==> src/rtl/cntw_pkg.sv <==
package cntw_pkg;

  // Operation chosen for the next clock edge.
  typedef enum logic [1:0] {
    OP_HOLD  = 2'd0,
    OP_COUNT = 2'd1,
    OP_LOAD  = 2'd2,
    OP_CLEAR = 2'd3
  } cnt_op_t;

  // Priority resolution: clear, then load, then count, otherwise hold.
  function automatic cnt_op_t pick_op(input logic clr_n, input logic ld_n,
                                      input logic ep, input logic et);
    cnt_op_t op;
    if (!clr_n)         op = OP_CLEAR;
    else if (!ld_n)     op = OP_LOAD;
    else if (ep && et)  op = OP_COUNT;
    else                op = OP_HOLD;
    return op;
  endfunction

endpackage

==> src/rtl/cntw_ctrl.sv <==
module cntw_ctrl
  import cntw_pkg::*;
(
  input  logic    clr_eff_n,
  input  logic    load_n,
  input  logic    en_par,
  input  logic    en_trk,
  output cnt_op_t op
);
  always_comb op = pick_op(clr_eff_n, load_n, en_par, en_trk);
endmodule

==> src/rtl/cntw_reg.sv <==
module cntw_reg
  import cntw_pkg::*;
#(
  parameter int W = 4
) (
  input  logic         clk,
  input  cnt_op_t      op,
  input  logic [W-1:0] din,
  output logic [W-1:0] q
);
  always_ff @(posedge clk) begin
    case (op)
      OP_CLEAR: q <= '0;
      OP_LOAD:  q <= din;
      OP_COUNT: q <= q + 1'b1;
      default:  q <= q;
    endcase
  end
endmodule

==> src/rtl/cntw_term.sv <==
module cntw_term #(
  parameter int W       = 4,
  parameter int MODULUS = 15,
  parameter bit WRAP_EN = 1'b1
) (
  input  logic [W-1:0] q,
  input  logic         en_trk,
  output logic         carry_out,
  output logic         wrap_flag
);
  localparam logic [W-1:0] TERM = W'(MODULUS - 1);

  assign carry_out = (&q) & en_trk;

  generate
    if (WRAP_EN) begin : g_wrap
      assign wrap_flag = (q == TERM);
    end else begin : g_nowrap
      assign wrap_flag = 1'b0;
    end
  endgenerate
endmodule

==> src/rtl/modwrap_counter.sv <==
module modwrap_counter
  import cntw_pkg::*;
#(
  parameter int W       = 4,
  parameter int MODULUS = 15,
  parameter bit WRAP_EN = 1'b1
) (
  input  logic         clk,
  input  logic         clear_n,
  input  logic         load_n,
  input  logic         en_par,
  input  logic         en_trk,
  input  logic [W-1:0] din,
  output logic [W-1:0] q,
  output logic         carry_out,
  output logic         wrap_flag
);
  // Terminal-state feedback merged into the synchronous clear.
  logic    clr_eff_n;
  cnt_op_t op;

  assign clr_eff_n = clear_n & ~wrap_flag;

  cntw_ctrl u_ctrl (
    .clr_eff_n (clr_eff_n),
    .load_n    (load_n),
    .en_par    (en_par),
    .en_trk    (en_trk),
    .op        (op)
  );

  cntw_reg #(.W(W)) u_reg (
    .clk (clk),
    .op  (op),
    .din (din),
    .q   (q)
  );

  cntw_term #(.W(W), .MODULUS(MODULUS), .WRAP_EN(WRAP_EN)) u_term (
    .q         (q),
    .en_trk    (en_trk),
    .carry_out (carry_out),
    .wrap_flag (wrap_flag)
  );
endmodule

==> config.mk <==
export PLATFORM = sky130hd
export DESIGN_NAME = modwrap_counter
export DESIGN_NICKNAME = d
export VERILOG_FILES = /design/src/rtl/cntw_pkg.sv /design/src/rtl/cntw_ctrl.sv /design/src/rtl/cntw_reg.sv /design/src/rtl/cntw_term.sv /design/src/rtl/modwrap_counter.sv
export SDC_FILE = /design/constraint.sdc
export NUM_CORES = 1
export LEC_CHECK = 0
export BUFFER_PORTS_ARGS = -buffer_cell sky130_fd_sc_hd__buf_2
export CAP_MARGIN = 5
export CORE_AREA = 2 2 39 41
export CTS_BUF_LIST = sky130_fd_sc_hd__clkbuf_2 sky130_fd_sc_hd__clkbuf_4 sky130_fd_sc_hd__clkbuf_8
export CTS_CLUSTER_DIAMETER = 120
export DETAILED_ROUTE_END_ITERATION = 12
export DIE_AREA = 0 0 41 43
export PLACE_DENSITY = 0.53
export SLEW_MARGIN = 20
export SYNTH_ARGS = -nofsm -noshare
export SYNTH_HDL_FRONTEND = slang
export SYNTH_HIERARCHICAL = 1
export SYNTH_SLANG_ARGS = --single-unit
==> constraint.sdc <==
create_clock -name clk -period 3.4 [get_ports clk]
set_input_delay 0.34 -clock clk [delete_from_list [all_inputs] [get_ports clk]]
set_output_delay 0.34 -clock clk [all_outputs]
set_load 0.03 [all_outputs]
# After elaboration in Yosys (flattened, before gate mapping)
# Index checks and enable logic that the tools add are counted.
# op_classes
add_sub_neg	1
mux	4
n_bitwise	3
reduce_logical	3
n_eq_ne	4
# op_table
cell	n
$pmux W4 S3	1
$add A4 B1 Y4 const B	1
$eq A2 B2 Y1 const B	2
$eq A4 B4 Y1 const B	1
$mux W2	2
$reduce_and A4 Y1	1
$reduce_bool A3 Y1	1
$and A1 B1 Y1	2
$eq A2 B1 Y1 const B	1
$logic_and A1 B1 Y1	1
$mux W1	1
$not A1 Y1	1
# totals
input_bits	9
elab_cells	16
output_inout_bits	6
reg_bits	4

# Logic depth before layout (Yosys ltp)
# depth
depth_word	6
ltp_mapped	8
depth_no_buf	8

# By module
# The synthesis kept the hierarchy.
# by_module_without_submodules
mod	seq_area_each_um2	area_per_inst_um2	n_inst	cells_each
cntw_reg	120.1	266.5	1	24
cntw_term	0.0	23.8	1	4
modwrap_counter	0.0	13.8	1	1
cntw_ctrl	0.0	12.5	1	3

# Worst setup path after synthesis
# OpenSTA, ideal clock, no wires.
# synth_path
kind	register to register
startpoint	register u_reg.q[2]
endpoint	register u_reg.q[3] (data pin)
t_required_ps	3135
t_arrival_ps	1944
synth_period_minus_slack_ps	2209
setup_time_ps	265
n_path_buf	0
stages_incl_launch_ff	9
setup_slack_ps	1191
cell_sequence	edfxtp_1 > nand3_2 > nor2_1 > nor2b_4 > nand2_1 > inv_1 > ha_1 > nand4_1 > o211ai_1
# synth_via
elab_chain_cells	6
word_cells_on_any_way	9
classes_between	add/sub: 1; eq/ne: 4; mux: 2; bitwise: 2
# synth_rtl
element	line_no	rtl
start, declared	cntw_reg.sv:9	output logic [W-1:0] q
start signal, assigned	cntw_reg.sv:14	OP_LOAD: q <= din;
start signal, assigned	cntw_reg.sv:15	OP_COUNT: q <= q + 1'b1;
start signal, assigned	cntw_reg.sv:16	default: q <= q;
$eq A4 B4 Y1 (*)	cntw_term.sv:17	assign wrap_flag = (q == TERM);
named net wrap_flag	modwrap_counter.sv:16	output logic wrap_flag
$not A1 Y1 (*)	modwrap_counter.sv:22	assign clr_eff_n = clear_n & ~wrap_flag;
$and A1 B1 Y1 (*)	modwrap_counter.sv:22	
named net clr_eff_n	modwrap_counter.sv:19	logic clr_eff_n;
$mux W2 (*)	cntw_pkg.sv:15	if (!clr_n) op = OP_CLEAR;
named net op[0]	modwrap_counter.sv:20	cnt_op_t op;
$eq A2 B1 Y1 or $eq A2 B2 Y1 (tied branches)	cntw_reg.sv:12	case (op)
$pmux W4 S3 (*)	cntw_reg.sv:12	
# Mark *: on every way through the listed nets, which the timed path passes. The rest lies on a longest branch.
# A chain may end at the register's enable or synchronous reset.

# Worst setup path after layout
# layout_path
startpoint	register u_reg.q[2]
endpoint	register u_reg.q[3] (data pin)
# layout_via
elab_chain_cells	6
word_cells_on_any_way	9
classes_between	add/sub: 1; eq/ne: 4; mux: 2; bitwise: 2
# layout_rtl
element	line_no
$eq A4 B4 Y1 (*)	cntw_term.sv:17
$not A1 Y1 (*)	modwrap_counter.sv:22
$and A1 B1 Y1 (*)	modwrap_counter.sv:22
named net clr_eff_n	modwrap_counter.sv:19
$mux W2 (*)	cntw_pkg.sv:15
named net op[0]	modwrap_counter.sv:20
$eq A2 B1 Y1 or $eq A2 B2 Y1 (tied branches)	cntw_reg.sv:12
$pmux W4 S3 (*)	cntw_reg.sv:12
# Marks and branches as above.

==> metrics.txt <==
status finished, final reports clean; hold path startpoint din[3]; share of cells above drive strength 1 40.8%; CTS Buf Count 3; Rel. slew slack 84.0%; Max VDD drop 0.217 mV; biggest regs u_reg/q x4; type of the most critical hold path in -> reg; post-synth top area cell edfxtp_1; Logic pwr share 22.7%; # rows 14; CP Launch Type register; fraction of registers with async set/reset 0%; commonest non-fill, non-tap cells in the layout buf_2 (14), nand2_1 (4), ha_1 (4), edfxtp_1 (4); reg2reg path depth 8; sequential share of the synthesized area 37.9%; worst slack, placed 1630 ps; Max Fclk 0.574 GHz; # diodes 0; Sequential Power Share 40.9%; Post-Synth XOR/XNOR Area 2.77%; GPL Wtd Cong 0.671; DRC violation count after routing 0; via count 277; Port Buf Inserts 14; Worst-path clk slew 40 ps; Sequential cell area 120 um2; CP endpoint kind register; Multi-input gate area 185 um2; kind of critical path reg -> reg; Tot GR Track Use 10.4%; Net Count, Synth 45; largest reg by FF count u_reg/q; Final Worst Setup Slack 1660 ps; Power Density 373 mW/mm2; initial antenna violation count 0; mux cell area share after synthesis 0%; Cell Int Power 0.114 mW; detailed-router iteration count before antenna repair 4; total negative slack 0 ps; Hold Violations, Final 0; flops & latches, synth 4; Die Ht 43 um; synth top area cells edfxtp_1 (38%), ha_1 (16%), nand3_1 (4.7%); CTS root buf clkbuf_4; Yosys top cell area share 37.9%; reg2reg end u_reg/q[3]; initial core utilization 22.9%; die width 41 um; Clk pwr share 36.4%; fin nets 64; EDFF count, synth 4; Setup-failing EPs final 0; Simple-Gate Fraction of Synth Area 30.4%; core footprint 0.00138 mm2; Avg WL per Cell 9.86 um; area delta synth->final 35.6%; Main synth FF type edfxtp_1; max reg flops 4; largest family of logic cells by synthesized area simple AND/OR/NAND/NOR gates; largest net degree at the start of global routing 7; Clock Latency Late Sink 230 ps; register-to-register setup slack 1660 ps; Worst Tran Pin Value 238 ps; Routed Antenna Nets 0; RSZ-0062 raised after global routing no; vias per cell 4.26; Worst EP arrival 1720 ps; vias in the first global route 278; fin. max-slew vios 0; Longest Clk Path Bufs 2; fill cell count 160; P_leak 0.216 nW; Post-Syn Area 317 um2; commonest non-fill, non-tap cell in the layout buf_2; Ports 15; Yosys warning count 6; CTS tree done; grt total ovfl 0; Max Cap Viol 0; WL final 641 um; CTS HTree Levels 1; Final Util 31.0%; Mapped Avg Cell Area 9.89 um2; sw power 0.0458 mW; die area 0.00176 mm2; Switching Fraction 28.6%; clk_skew 3.15 ps; Post-CTS Setup Bufs 0; DR iter-0 viols 10; post_cts resized 0; unique cell type count in the Yosys netlist 17; RR Startpoint u_reg/q[2]; clk sink count 4; Tcrit/Tclk final 51.3%; CP required 3380 ps; first-pass GRT wire length 1120 um; CP Launch Point u_reg/q[2]; Synth Area in Compound Gates 9.49%; worst setup path end u_reg/q[3]; hpwl dp 543 um; Gate Count Post-Synth 32; adder-cell share of the synthesized area 15.8%; CP Max Fanout 6; cts hold-fix bufs 0; minimum clock period 1740 ps
[worst min path at each step]
stage	cells past startpoint	end	slack (ps)
finish	3	u_reg/q[3]	430
global route	3	u_reg/q[3]	470
CTS	3	u_reg/q[3]	430
detailed placement	3	u_reg/q[3]	680
global placement	3	u_reg/q[3]	670
floorplan	2	u_reg/q[3]	580
[kinds of logic (layout without fill, tap and decap cells)]
kind of cell,after synthesis,count (layout)
compound gates,4,4
xor+xnor,1,1
fa+ha+maj,4,4
buf+inv,3,20
flops,4,4
simple gates,16,16
[power groups by stage]
stage / logic (mW) / clock network (mW) / registers (mW)
2_1_floorplan: 0.0160 / 0 / 0.0740
3_3_place_gp: 0.0368 / 0 / 0.0664
3_5_place_dp: 0.0368 / 0 / 0.0664
4_1_cts: 0.0369 / 0.0623 / 0.0657
5_1_grt: 0.0406 / 0.0673 / 0.0668
6_report: 0.0364 / 0.0583 / 0.0655
[cells in the mapped netlist, types with 2 or more instances]
| master | number |
|---|---|
| nand3_1 | 3 |
| inv_1 | 3 |
| a22oi_1 | 2 |
| ha_1 | 4 |
| edfxtp_1 | 4 |
| nor2b_1 | 2 |
| nand2_1 | 4 |
[critical path, cell delays in order (launching register included)]
cell	delay [ps]
edfxtp_1	420
nand3_2	110
nor2_1	210
nor2b_4	60
nand2_1	80
inv_1	60
ha_1	360
nand3_1	110
o211ai_1	80
[area by class of cell]
| type | instances | area share, % |
|---|---|---|
| multi-input combinational | 25 | 43.1 |
| sequential | 4 | 28.0 |
| timing repair buffer | 14 | 16.3 |
| clock buffer | 3 | 5.25 |
| tap | 16 | 4.66 |
| inverter | 3 | 2.62 |
[routing by layer]
layer / vias up / part of all wire (%) / global-route usage (%)
met4: 0 / 0 / 2.00
met3: 0 / 9.0 / 9.42
met2: 10 / 48 / 13.8
met1: 119 / 43 / 12.3
li1: 148 / - / -
met5: - / 0 / 0
[through the flow]
stage | instances | total power [mW] | hold WS, ps | instance area [um2]
finish | 65 | 0.160 | 433 | 429
detailed placement | 62 | 0.103 | 678 | 407
CTS | 65 | 0.165 | 429 | 429
global placement | 62 | 0.103 | 670 | 407
global route | 65 | 0.175 | 473 | 429
floorplan | 32 | 0.0900 | 579 | 317
Note: power is estimated with default switching activity, not from simulation.
